## src/rtl/pmc_pkg.sv

```systemverilog
package pmc_pkg;

    typedef enum logic [3:0] {
        ST_RUN,
        ST_WAIT,
        ST_GATE_CORE,
        ST_GATE_SYS,
        ST_STOP,
        ST_OSC_UP,
        ST_PLL_UP,
        ST_UNGATE_PER,
        ST_UNGATE_SYS
    } pm_state_e;

    typedef enum logic [1:0] {
        MODE_RUN  = 2'b00,
        MODE_WAIT = 2'b01,
        MODE_STOP = 2'b10
    } pm_mode_e;

    typedef struct packed {
        logic core;
        logic sys;
        logic per;
        logic pllclk;
        logic pll_pd;
        logic osc_pd;
    } clk_ctl_t;

    function automatic pm_mode_e mode_of(pm_state_e st);
        case (st)
            ST_RUN:  return MODE_RUN;
            ST_WAIT: return MODE_WAIT;
            default: return MODE_STOP;
        endcase
    endfunction

    function automatic clk_ctl_t ctl_of(pm_state_e st, logic deep);
        clk_ctl_t c;
        c = '{core: 1'b1, sys: 1'b1, per: 1'b1, pllclk: 1'b1,
              pll_pd: 1'b0, osc_pd: 1'b0};
        case (st)
            ST_WAIT:       c.core = 1'b0;
            ST_GATE_CORE:  c.core = 1'b0;
            ST_GATE_SYS: begin
                c.core = 1'b0;
                c.sys  = 1'b0;
            end
            ST_STOP: begin
                c = '{core: 1'b0, sys: 1'b0, per: 1'b0, pllclk: 1'b0,
                      pll_pd: deep, osc_pd: deep};
            end
            ST_OSC_UP: begin
                c = '{core: 1'b0, sys: 1'b0, per: 1'b0, pllclk: 1'b0,
                      pll_pd: 1'b1, osc_pd: 1'b0};
            end
            ST_PLL_UP: begin
                c = '{core: 1'b0, sys: 1'b0, per: 1'b0, pllclk: 1'b0,
                      pll_pd: 1'b0, osc_pd: 1'b0};
            end
            ST_UNGATE_PER: begin
                c.core = 1'b0;
                c.sys  = 1'b0;
            end
            ST_UNGATE_SYS: c.core = 1'b0;
            default: ;
        endcase
        return c;
    endfunction

endpackage

```

## src/rtl/pmc_regs.sv

```systemverilog
module pmc_regs #(
    parameter int DW   = 16,
    parameter int AW   = 2,
    parameter int NPER = 16
) (
    input  logic            clk,
    input  logic            rst_n,
    input  logic            wr,
    input  logic [AW-1:0]   addr,
    input  logic [DW-1:0]   wdata,
    input  logic [1:0]      mode,
    output logic [DW-1:0]   rdata,
    output logic            wait_allow,
    output logic            stop_allow,
    output logic            deep_sel,
    output logic [NPER-1:0] pgate
);
    localparam logic [AW-1:0] A_CTRL = AW'(0);
    localparam logic [AW-1:0] A_GATE = AW'(1);
    localparam logic [AW-1:0] A_STAT = AW'(2);

    typedef struct packed {
        logic            wa;
        logic            sa;
        logic            deep;
        logic [NPER-1:0] gate;
    } regs_t;

    regs_t regs_d, regs_q;

    always_comb begin
        regs_d = regs_q;
        if (wr) begin
            if (addr == A_CTRL) begin
                regs_d.wa   = wdata[0];
                regs_d.sa   = wdata[1];
                regs_d.deep = wdata[2];
            end
            if (addr == A_GATE) begin
                regs_d.gate = wdata[NPER-1:0];
            end
        end
    end

    always_ff @(posedge clk or negedge rst_n) begin
        if (!rst_n) begin
            regs_q.wa   <= 1'b1;
            regs_q.sa   <= 1'b1;
            regs_q.deep <= 1'b0;
            regs_q.gate <= '1;
        end else begin
            regs_q <= regs_d;
        end
    end

    always_comb begin
        rdata = '0;
        case (addr)
            A_CTRL: rdata[2:0] = {regs_q.deep, regs_q.sa, regs_q.wa};
            A_GATE: rdata[NPER-1:0] = regs_q.gate;
            A_STAT: rdata[1:0] = mode;
            default: rdata = '0;
        endcase
    end

    assign wait_allow = regs_q.wa;
    assign stop_allow = regs_q.sa;
    assign deep_sel   = regs_q.deep;
    assign pgate      = regs_q.gate;

    p_mode_legal_r12: assert property (@(posedge clk) disable iff (!rst_n)
        mode != 2'b11);

endmodule

```

## src/rtl/pmc_seq.sv

```systemverilog
module pmc_seq
    import pmc_pkg::*;
(
    input  logic     clk,
    input  logic     rst_n,
    input  logic     wait_req,
    input  logic     stop_req,
    input  logic     wake,
    input  logic     osc_ready,
    input  logic     pll_locked,
    input  logic     wait_allow,
    input  logic     stop_allow,
    input  logic     deep_sel,
    output clk_ctl_t ctl,
    output pm_mode_e mode
);
    typedef struct packed {
        pm_state_e st;
        logic      deep;
        clk_ctl_t  ctl;
        pm_mode_e  mode;
    } seq_t;

    seq_t seq_d, seq_q;
    pm_state_e nxt;

    always_comb begin
        seq_d = seq_q;
        nxt   = seq_q.st;
        case (seq_q.st)
            ST_RUN: begin
                if (!wake) begin
                    if (stop_req && stop_allow) begin
                        nxt        = ST_GATE_CORE;
                        seq_d.deep = deep_sel;
                    end else if (wait_req && wait_allow) begin
                        nxt = ST_WAIT;
                    end
                end
            end
            ST_WAIT:       if (wake) nxt = ST_RUN;
            ST_GATE_CORE:  nxt = ST_GATE_SYS;
            ST_GATE_SYS:   nxt = ST_STOP;
            ST_STOP: begin
                if (wake) nxt = seq_q.deep ? ST_OSC_UP : ST_UNGATE_PER;
            end
            ST_OSC_UP:     if (osc_ready)  nxt = ST_PLL_UP;
            ST_PLL_UP:     if (pll_locked) nxt = ST_UNGATE_PER;
            ST_UNGATE_PER: nxt = ST_UNGATE_SYS;
            ST_UNGATE_SYS: nxt = ST_RUN;
            default:       nxt = ST_RUN;
        endcase
        seq_d.st   = nxt;
        seq_d.ctl  = ctl_of(nxt, seq_d.deep);
        seq_d.mode = mode_of(nxt);
    end

    always_ff @(posedge clk or negedge rst_n) begin
        if (!rst_n) begin
            seq_q.st   <= ST_RUN;
            seq_q.deep <= 1'b0;
            seq_q.ctl  <= ctl_of(ST_RUN, 1'b0);
            seq_q.mode <= MODE_RUN;
        end else begin
            seq_q <= seq_d;
        end
    end

    assign ctl  = seq_q.ctl;
    assign mode = seq_q.mode;

    p_core_before_sys_r3: assert property (@(posedge clk) disable iff (!rst_n)
        $fell(seq_q.ctl.sys) |-> !seq_q.ctl.core);

    p_per_after_sys_r3: assert property (@(posedge clk) disable iff (!rst_n)
        $fell(seq_q.ctl.per) |-> !seq_q.ctl.sys);

    p_core_last_on_r7: assert property (@(posedge clk) disable iff (!rst_n)
        $rose(seq_q.ctl.core) |-> (seq_q.ctl.sys && seq_q.ctl.per));

    p_pd_clocks_off_r4: assert property (@(posedge clk) disable iff (!rst_n)
        (seq_q.ctl.pll_pd || seq_q.ctl.osc_pd) |-> (!seq_q.ctl.per && !seq_q.ctl.pllclk));

    p_pll_after_osc_r8: assert property (@(posedge clk) disable iff (!rst_n)
        $fell(seq_q.ctl.pll_pd) |-> ($past(osc_ready) && !seq_q.ctl.osc_pd));

    p_wait_holds_r13: assert property (@(posedge clk) disable iff (!rst_n)
        (seq_q.mode == MODE_WAIT && !wake) |=> (seq_q.mode == MODE_WAIT));

endmodule

```

## src/rtl/pmc_gate.sv

```systemverilog
module pmc_gate #(
    parameter int NPER = 16
) (
    input  logic            per_on,
    input  logic [NPER-1:0] pgate,
    output logic [NPER-1:0] en
);
    for (genvar i = 0; i < NPER; i++) begin : g_per
        assign en[i] = per_on & pgate[i];
    end
endmodule

```

## src/rtl/pmc_top.sv

```systemverilog
module pmc_top
    import pmc_pkg::*;
#(
    parameter int DW   = 16,
    parameter int AW   = 2,
    parameter int NPER = 16
) (
    input  logic            clk,
    input  logic            rst_n,
    input  logic            wait_req,
    input  logic            stop_req,
    input  logic            irq_wake,
    input  logic            osc_ready,
    input  logic            pll_locked,
    input  logic            reg_wr,
    input  logic [AW-1:0]   reg_addr,
    input  logic [DW-1:0]   reg_wdata,
    output logic [DW-1:0]   reg_rdata,
    output logic            core_clk_en,
    output logic            sys_clk_en,
    output logic            pll_clk_en,
    output logic [NPER-1:0] periph_clk_en,
    output logic            pll_pwr_dn,
    output logic            osc_pwr_dn,
    output logic [1:0]      pm_mode
);
    logic            wait_allow, stop_allow, deep_sel;
    logic [NPER-1:0] pgate;
    clk_ctl_t        ctl;
    pm_mode_e        mode;

    pmc_regs #(.DW(DW), .AW(AW), .NPER(NPER)) u_regs (
        .clk        (clk),
        .rst_n      (rst_n),
        .wr         (reg_wr),
        .addr       (reg_addr),
        .wdata      (reg_wdata),
        .mode       (mode),
        .rdata      (reg_rdata),
        .wait_allow (wait_allow),
        .stop_allow (stop_allow),
        .deep_sel   (deep_sel),
        .pgate      (pgate)
    );

    pmc_seq u_seq (
        .clk        (clk),
        .rst_n      (rst_n),
        .wait_req   (wait_req),
        .stop_req   (stop_req),
        .wake       (irq_wake),
        .osc_ready  (osc_ready),
        .pll_locked (pll_locked),
        .wait_allow (wait_allow),
        .stop_allow (stop_allow),
        .deep_sel   (deep_sel),
        .ctl        (ctl),
        .mode       (mode)
    );

    pmc_gate #(.NPER(NPER)) u_gate (
        .per_on (ctl.per),
        .pgate  (pgate),
        .en     (periph_clk_en)
    );

    assign core_clk_en = ctl.core;
    assign sys_clk_en  = ctl.sys;
    assign pll_clk_en  = ctl.pllclk;
    assign pll_pwr_dn  = ctl.pll_pd;
    assign osc_pwr_dn  = ctl.osc_pd;
    assign pm_mode     = mode;

endmodule

```

## config.mk

```make
export PLATFORM = sky130hd
export DESIGN_NAME = pmc_top
export DESIGN_NICKNAME = d
export VERILOG_FILES = /design/src/rtl/pmc_pkg.sv /design/src/rtl/pmc_regs.sv /design/src/rtl/pmc_seq.sv /design/src/rtl/pmc_gate.sv /design/src/rtl/pmc_top.sv
export SDC_FILE = /design/constraint.sdc
export NUM_CORES = 1
export LEC_CHECK = 0
export ABC_AREA = 1
export BUFFER_PORTS_ARGS = -buffer_cell sky130_fd_sc_hd__buf_4
export CORE_MARGIN = 1.5
export CORE_UTILIZATION = 35
export CTS_BUF_LIST = sky130_fd_sc_hd__clkbuf_4
export CTS_CLUSTER_SIZE = 25
export DETAILED_ROUTE_END_ITERATION = 10
export HOLD_SLACK_MARGIN = 0.06
export PLACE_DENSITY = 0.65
export SETUP_SLACK_MARGIN = 0.5
export SLEW_MARGIN = 10
export SYNTH_ARGS = -nofsm -noshare
export SYNTH_HDL_FRONTEND = slang
export SYNTH_SLANG_ARGS = --single-unit
export TNS_END_PERCENT = 50
```

## constraint.sdc

```tcl
create_clock -name clk -period 1.5 [get_ports clk]
set_input_delay 0.225 -clock clk [delete_from_list [all_inputs] [get_ports clk]]
set_output_delay 0.225 -clock clk [all_outputs]
set_load 0.01 [all_outputs]
```

Word level (Yosys, flattened, before mapping)
Index checks and enable logic that the tools add are counted.
{"block": "totals", "output_inout_bits": 39, "reg_bits": 32, "inputBits": 26, "elab_cells": 74}
{"block": "classes", "n_mux": 19, "bitwise_logic": 16, "eq_ne": 17, "reduce_logical": 9}
{"op": "4-bit by 3-bit == test with 1-bit output, second input constant", "n": 8}
{"op": "4-bit one-hot mux with 8 select lines", "n": 1}
{"op": "4-bit two-way mux", "n": 7}
{"op": "1-bit bitwise AND", "n": 16}
{"op": "4-bit by 2-bit == test with 1-bit output, second input constant", "n": 4}
{"op": "13-bit two-way mux", "n": 1}
{"op": "4-bit one-hot mux with 3 select lines", "n": 1}
{"op": "4-bit by 1-bit == test with 1-bit output, second input constant", "n": 2}
{"op": "4-bit zero test", "n": 2}
{"op": "8-bit OR reduction", "n": 1}
{"op": "2-bit one-hot mux with 3 select lines", "n": 1}
{"op": "1-bit two-way mux", "n": 5}
{"op": "5-bit OR reduction", "n": 1}
{"op": "4-bit == test, second input constant", "n": 1}
{"op": "2-bit one-hot mux with 2 select lines", "n": 1}
{"op": "2-bit AND reduction", "n": 2}
{"op": "2-bit by 1-bit == test with 1-bit output, second input constant", "n": 1}
{"op": "2-bit == test, second input constant", "n": 1}
{"op": "1-bit logical AND", "n": 2}
{"op": "2-bit zero test", "n": 1}
{"op": "2-bit two-way mux", "n": 1}
{"op": "1-bit one-hot mux with 2 select lines", "n": 1}

Logic depth before layout (Yosys ltp)
Gate-level depths: netlist of the first run.
{"block": "depth", "ltp_word": 8, "depth_mapped": 9, "depth_no_buf": 9}

Modules after synthesis
A second synthesis of the first run with hierarchy kept.
{"block": "hier_totals", "cells_unflattened": 253, "area_unflattened_um2": 1843.0}
{"mod": "pmc_regs", "cells_per_inst": 127, "area_each_um2": 973.4, "n_inst": 1, "seq_area_each_um2": 498.0}
{"mod": "pmc_seq", "cells_per_inst": 92, "area_each_um2": 705.7, "n_inst": 1, "seq_area_each_um2": 304.0}
{"mod": "pmc_gate", "cells_per_inst": 34, "area_each_um2": 163.9, "n_inst": 1, "seq_area_each_um2": 0.0}

Worst setup path before layout of the first run
No wires, ideal clock.
{"block": "synth_path", "path_kind": "register to output", "startpoint": "register, netlist name u_seq.ctl[3]", "endpoint": "output port periph_clk_en[0]", "slack_ns": 0.083, "n_path_buf": 2, "path_stages_with_launch": 5, "t_arrival_ns": 1.192, "t_required_ns": 1.275, "path_cell_list": "dfstp_2 > clkbuf_1 > clkbuf_1 > nand2_1 > inv_1"}
{"block": "synth_via", "elab_chain_cells": 1}
{"item": "1-bit bitwise AND", "line_no": "pmc_gate.sv:9", "text": "assign en[i] = per_on & pgate[i];"}
{"item": "end, declared", "line_no": "pmc_top.sv:22", "text": "output logic [NPER-1:0] periph_clk_en,"}
No other way between the ends.

Final worst setup path of the first run
{"block": "layout_path", "startpoint": "register, netlist name u_seq.ctl[3]", "endpoint": "output port periph_clk_en[0]"}
{"block": "layout_via", "elab_chain_cells": 1}
{"item": "1-bit bitwise AND", "line_no": "pmc_gate.sv:9"}
No other way between the ends.

==> flow_metrics.tcl, run 1 <==
set metrics [dict create \
    core_mm2 0.00444 \
    drt_first_pass_iters 7 \
    cp.required_ns 1.27 \
    maxSlewViolCount 0 \
    endpoint "periph_clk_en[0]" \
    power.leakage_nw 1.46 \
    synth_common_cells "nand2_1, inv_1, nor2_1" \
    fin_ws_ns -0.00781 \
    path_clk_slew_ns 0.10 \
    layout_min_cycle_time_ns 1.51 \
    async_flop_share_pct 100 \
    synth_area_leaders "dfstp_2, dfrtp_1, nand2_1" \
    nets 335 \
    io_buffer_count 64 \
    die_h_um 71.7 \
    reg2reg_slack_ns 0.08 \
    worst_slew_pin_slew_ns 0.394 \
    netlist_instances 225 \
    skew_ns 0.00754 \
    drt_iter0_drc 59 \
    yosys.area.top_type "dfstp_2" \
    ys_types 23 \
    syn_to_final_growth_pct 69.1 \
    power.density_mw_per_mm2 1750 \
    synth_top_area_share_pct 33.4 \
    cts_num_sinks 31 \
    rr_worst_depth 7 \
    synth_top_family_by_area "simple AND/OR/NAND/NOR gates" \
    drc 9 \
    overflow 0 \
    synthMuxAreaShare_pct 0 \
    cts_buffer_depth 2 \
    synthFlopType "dfstp_2" \
    seq_area_frac_synth_pct 48.5 \
    drive_gt1_share_pct 70.3 \
    cts.htree.levels 2 \
    synth-adder-area-share_pct 0 \
    yosysMostFrequentCell "nand2_1" \
    violations "DRC, setup timing" \
    yosysWarnings 0 \
    num_rows 24 \
    worstSetupStartpointType "register" \
    dieWidth_um 71.7 \
    first_global_vias 1450 \
    period_share_pct 101 \
    antenna_left 0 \
    clkLatencyLatePin_ns 0.33 \
    detailed_place_hpwl_mm 2.82 \
    synth-simple-area-share_pct 28.7 \
    pin_count 65 \
    cts_made_buffers 5 \
    cap_violations 0 \
    rr_startpoint "u_seq.seq_q[10]$_DFF_PN0_" \
    synth_seq_cells 31 \
    die_area_mm2 0.00515 \
    synth_compound_area_share_pct 10.1 \
    antenna_cells 0 \
    synth_xor_area_share_pct 0 \
    syn_avg_cell_area_um2 7.35 \
    place.gp.congestion 0.947 \
    synth_enable_flop_cells 0 \
    fmax_ghz 0.663 \
    wire_per_inst_um 12.2 \
    setup_viol 1 \
    grt_pass1_wl_mm 6.44 \
    start_util_pct 37.2 \
    drt-vias-per-instance 4.57 \
    crit_start "u_seq.ctl[3]$_DFF_PN1_" \
    endpoint_kind "output port" \
    rsz0062_at_grt "true" \
    hp-class "in2reg" \
    tritoncts "done" \
    irDropWorstVdd_v 0.00106 \
    n_fill_cell 392 \
    hold_viol 0 \
    holdWs_ns 0.129 \
    slew_headroom_pct 73.7 \
    routed_wl_mm 4.41 \
    power_mw 4.90 \
    vias 1653 \
    status "finished with violations" \
    netlist_area_mm2 0.00165 \
    antenna_found_initial 0 \
    cp.arrival_ns 1.28 \
    crit_fanout 9 \
    root_buffer "clkbuf_4" \
    syn_nets 251 \
    track_usage_pct 16.3 \
    r2r-end "u_seq.ctl[1]$_DFF_PN0_" \
    critical_path_class "reg2out" \
    grt_max_degree 33 \
]
## metal layers
layer	wire length (um)	GRT usage [%]
met3	289	5.34
met1	1830	20.7
met4	40	6.29
met2	2250	25.6
met5	0	0
## cells in the final DEF, fill, tap and decap left out, types with 4 or more instances in the layout
cell | Yosys | routed
buf_6 | 0 | 24
dfstp_2 | 21 | 21
o21ai_2 | 0 | 4
nand3_2 | 0 | 4
nor2_2 | 4 | 14
nand3_1 | 13 | 7
nand2_2 | 2 | 20
a21oi_1 | 15 | 14
nor2_1 | 40 | 24
nand2_4 | 1 | 11
dfrtp_1 | 10 | 7
inv_2 | 2 | 33
nor2_4 | 0 | 6
nand2_1 | 47 | 18
clkbuf_4 | 0 | 6
buf_4 | 2 | 57
inv_1 | 44 | 9
## flip-flops by register name (all words and copies together), names as in the netlist
register	cells
u_seq.mode	2
u_regs.pgate	16
u_regs.wait_allow	1
u_seq.ctl	5
u_seq.seq_q	5
u_regs.deep_sel	1
u_regs.stop_allow	1
## timing repair
item	4_1_cts	5_1_grt
buffers inserted	6	10
gates cloned	0	1
hold endpoints to repair	10	0
pin swaps	40	36
hold buffers	1	0
gates resized for setup	67	60
endpoints found under the setup margin	50	50
## worst min-delay path by stage
stage,from,to,slack (ns),cells past startpoint
2_1_floorplan,rst_n,u_regs.deep_sel$_DFFE_PN0P_,-0.07,0
3_3_place_gp,rst_n,u_seq.mode[0]$_DFF_PN0_,0.18,1
3_5_place_dp,rst_n,u_regs.deep_sel$_DFFE_PN0P_,0.18,1
4_1_cts,reg_wdata[15],u_regs.pgate[15]$_DFFE_PN1P_,0.10,3
5_1_grt,reg_wdata[15],u_regs.pgate[15]$_DFFE_PN1P_,0.11,3
6_report,reg_wdata[15],u_regs.pgate[15]$_DFFE_PN1P_,0.13,3
## per-stage QoR
stage               instance area, um^2  instances  utilization, %  setup WS [ns]   TNS, ns
global route                       2800        362            63.0        -0.0816    -0.709
CTS                                2530        351            56.9        -0.0239   -0.0803
floorplan                          1740        225               -          0.272         0
global placement                   2240        336            50.3          0.135         0
detailed placement                 2240        336            50.3          0.154         0
finish                             2800        362            63.0       -0.00781  -0.00781
## critical path, stage by stage (launching register included)
cell and delay (ns):
dfstp_2 0.59, buf_12 0.15, nand2_1 0.06, inv_1 0.05, buf_4 0.11
## cells by family (layout without fill, tap and decap cells)
logic type             Yosys count  count (layout)
AOI/OAI and AO/OA               29              29
buffers and inverters           54             139
DFF                             31              31
and+or+nand+nor                111             111
## where the power goes
group / switching [mW] / leakage, nW / internal (mW) / total (mW)
Clock: 0.277 / 0.0307 / 0.191 / 0.468
Combinational: 1.57 / 1.09 / 1.42 / 2.99
Sequential: 0.278 / 0.342 / 1.16 / 1.44
## final cells by class
class                           count  area, um^2  area share, %
Inverter                           46         186           6.66
Clock buffer                        6        45.0           1.61
Tap cell                           52        65.1           2.33
Sequential cell                    31         806           28.8
Clock inverter                      2        7.51          0.268
Multi-Input combinational cell    140         938           33.5
Timing Repair inverter              1        6.26          0.224
Timing Repair Buffer               84         743           26.6
(Power assumes the default switching activity.)
==> inputs of run 2 (changes only) <==
--- a/config.mk
+++ b/config.mk
@@ -5,14 +5,13 @@
 export SDC_FILE = /design/constraint.sdc
 export NUM_CORES = 1
 export LEC_CHECK = 0
-export ABC_AREA = 1
+export ABC_AREA = 0
 export BUFFER_PORTS_ARGS = -buffer_cell sky130_fd_sc_hd__buf_4
 export CORE_MARGIN = 1.5
 export CORE_UTILIZATION = 35
 export CTS_BUF_LIST = sky130_fd_sc_hd__clkbuf_4
 export CTS_CLUSTER_SIZE = 25
 export DETAILED_ROUTE_END_ITERATION = 10
-export HOLD_SLACK_MARGIN = 0.06
 export PLACE_DENSITY = 0.65
 export SETUP_SLACK_MARGIN = 0.5
 export SLEW_MARGIN = 10
==> flow_metrics.tcl, run 2 <==
set metrics [dict create \
    core_mm2 0.00438 \
    synthFlopType "dfstp_2" \
    synth_area_leaders "dfstp_2, dfrtp_1, mux2_2" \
    p_comb_share_pct 51.2 \
    detailed_place_hpwl_mm 2.75 \
    cts_made_buffers 5 \
    tritoncts "done" \
    grt_max_degree 32 \
    critical_path_class "reg2out" \
    rsz0062_at_grt "true" \
    final_cells 269 \
    skew_ns 0.00298 \
    antenna_found_initial 0 \
    power.switching_mw 1.33 \
    synth_top_area_share_pct 34.4 \
    power.density_mw_per_mm2 1580 \
    use_met3_pct 4.84 \
    p_seq_share_pct 33.5 \
    largest_reg_flops 16 \
    overflow 0 \
    num_rows 24 \
    fin_util_pct 59.0 \
    period_share_pct 105 \
    root_buffer "clkbuf_4" \
    yosysWarnings 0 \
    p_int_mw 2.77 \
    start_util_pct 36.6 \
    grtUsageMet1_pct 18.7 \
    clkPwrFrac_pct 15.3 \
    antenna_cells 0 \
    path_clk_slew_ns 0.10 \
    rr_startpoint "u_seq.seq_q[10]$_DFF_PN0_" \
    yosys.area.top_type "dfstp_2" \
    min_from "reg_wdata[13]" \
    fin_ws_ns -0.0690 \
    yosysMostFrequentCell "and2_1" \
    hp-class "in2reg" \
    syn_avg_cell_area_um2 11.5 \
    synth_seq_cells 31 \
    place.gp.congestion 0.873 \
    dp_cells 255 \
    synth_enable_flop_cells 0 \
    maxSlewViolCount 0 \
    wire_per_inst_um 14.3 \
    crit_start "u_seq.ctl[3]$_DFF_PN1_" \
    drt-vias-per-instance 4.84 \
    setup_viol 19 \
    vias 1303 \
    slew_headroom_pct 75.0 \
    top_usage_layer "met2" \
    irDropWorstVdd_v 0.000739 \
    syn_to_final_growth_pct 61.2 \
    syn_nets 165 \
    worstSetupStartpointType "register" \
    hold_viol 0 \
    fmax_ghz 0.637 \
    cts.htree.levels 2 \
    synth_common_cells "and2_1, dfstp_2, mux2_2" \
    layout_min_cycle_time_ns 1.57 \
    async_flop_share_pct 100 \
    drt_iter0_drc 25 \
    netlist_instances 139 \
    final_cell_mix "buf_4, buf_6, and2_4, dfstp_2, mux2_2" \
    dieWidth_um 70.7 \
    drt_first_pass_iters 4 \
    routed_wl_mm 3.85 \
    first_global_vias 1334 \
    worst_slew_pin_slew_ns 0.375 \
    cap_violations 0 \
    cts_num_sinks 31 \
    die_area_mm2 0.00500 \
    clkLatencyLatePin_ns 0.33 \
    antenna_left 0 \
    netlist_area_mm2 0.00160 \
    violations "setup timing" \
    ys_types 36 \
    drive_gt1_share_pct 78.3 \
    die_h_um 70.7 \
    crit_fanout 8 \
    grt_pass1_wl_mm 6.33 \
    pin_count 65 \
    power.leakage_nw 1.20 \
    power_mw 4.10 \
    pre_cts_slack_ns -0.0683 \
    track_usage_pct 16.0 \
    drc 0 \
    endpoint_kind "output port" \
    cp.arrival_ns 1.34 \
    cp.required_ns 1.27 \
    grt_use_met2_pct 28.6 \
    final_common_cell "buf_4" \
    seq_area_frac_synth_pct 50.0 \
    nets 242 \
    cts_buffer_depth 2 \
    status "finished with violations" \
    switching_share_pct 32.4 \
    io_buffer_count 64 \
]
run 2: cell count changes in the layout (fill, tap and decap cells not counted), sizes merged, moves of 3 or more:
cell,previous run,this run
o21ai,10,4
nand2,50,5
and2,0,29
mux2,0,19
buf,83,77
nor2,44,8
nor3b,0,3
mux2i,0,5
a31oi,0,3
inv,45,2
nand3,14,2
a21oi,16,2
run 2: timing repair:
item                       4_1_cts  5_1_grt
gates cloned                     0        0
setup endpoints to repair       49       50
hold buffers                     1        0
setup buffers                    4        1
gates resized for setup         56       15
pin swaps                        6       10
hold endpoints to repair        10        0
run 2: stage by stage:
step / TNS, ns / hold WS [ns] / area (um^2)
global placement: 0 / 0.173 / 2210
global route: -2.19 / 0.102 / 2590
detailed placement: -0.146 / 0.175 / 2210
floorplan: -0.0344 / -0.0706 / 1690
finish: -1.02 / 0.120 / 2590
CTS: -1.26 / 0.107 / 2520
run 2: worst paths after layout:
kind	to	slack, ns	cells past startpoint
min in group asynchronous	u_regs.deep_sel$_DFFE_PN0P_	0.36	2
min reg2reg	u_regs.deep_sel$_DFFE_PN0P_	0.57	1
min	u_regs.pgate[13]$_DFFE_PN1P_	0.12	2
max reg2reg	u_seq.ctl[1]$_DFF_PN0_	-0.04	4
max	periph_clk_en[14]	-0.07	3
max in group asynchronous	u_regs.pgate[4]$_DFFE_PN1P_	0.82	2
run 2: worst max-delay path, cell delays in order (launching register included):
cell	delay [ns]
dfstp_4	0.65
buf_8	0.13
and2_4	0.14
buf_6	0.09
run 2: routing by layer:
layer | vias to the layer above | routed length (um)
met2 | 49 | 2040
met1 | 625 | 1510
met3 | 0 | 292
li1 | 629 | -
met4 | 0 | 0
met5 | - | 0
run 2: power groups by stage:
stage,clock network [mW],registers [mW],logic (mW)
6_report,0.626,1.37,2.10
5_1_grt,0.687,1.41,2.25
4_1_cts,0.655,1.37,1.97
3_5_place_dp,0,1.40,1.62
3_3_place_gp,0,1.38,1.59
2_1_floorplan,0,1.33,1.06
run 2: final cells by class:
class / count / area (um^2)
fillers: 376 / 1800
multi-input cells: 98 / 883
flip-flops and latches: 31 / 807
repair buffers: 78 / 747
well taps: 52 / 65.1
clock inverters: 3 / 38.8
clock buffers: 5 / 37.5
inverters: 2 / 7.51
run 2: cells by family after synthesis:
kind of cell / after synthesis / synth area share, %
buffers and inverters: 10 / 3.67
AOI/OAI and AO/OA: 17 / 7.33
DFF: 31 / 50.0
muxes: 24 / 16.5
and+or+nand+nor: 57 / 22.5
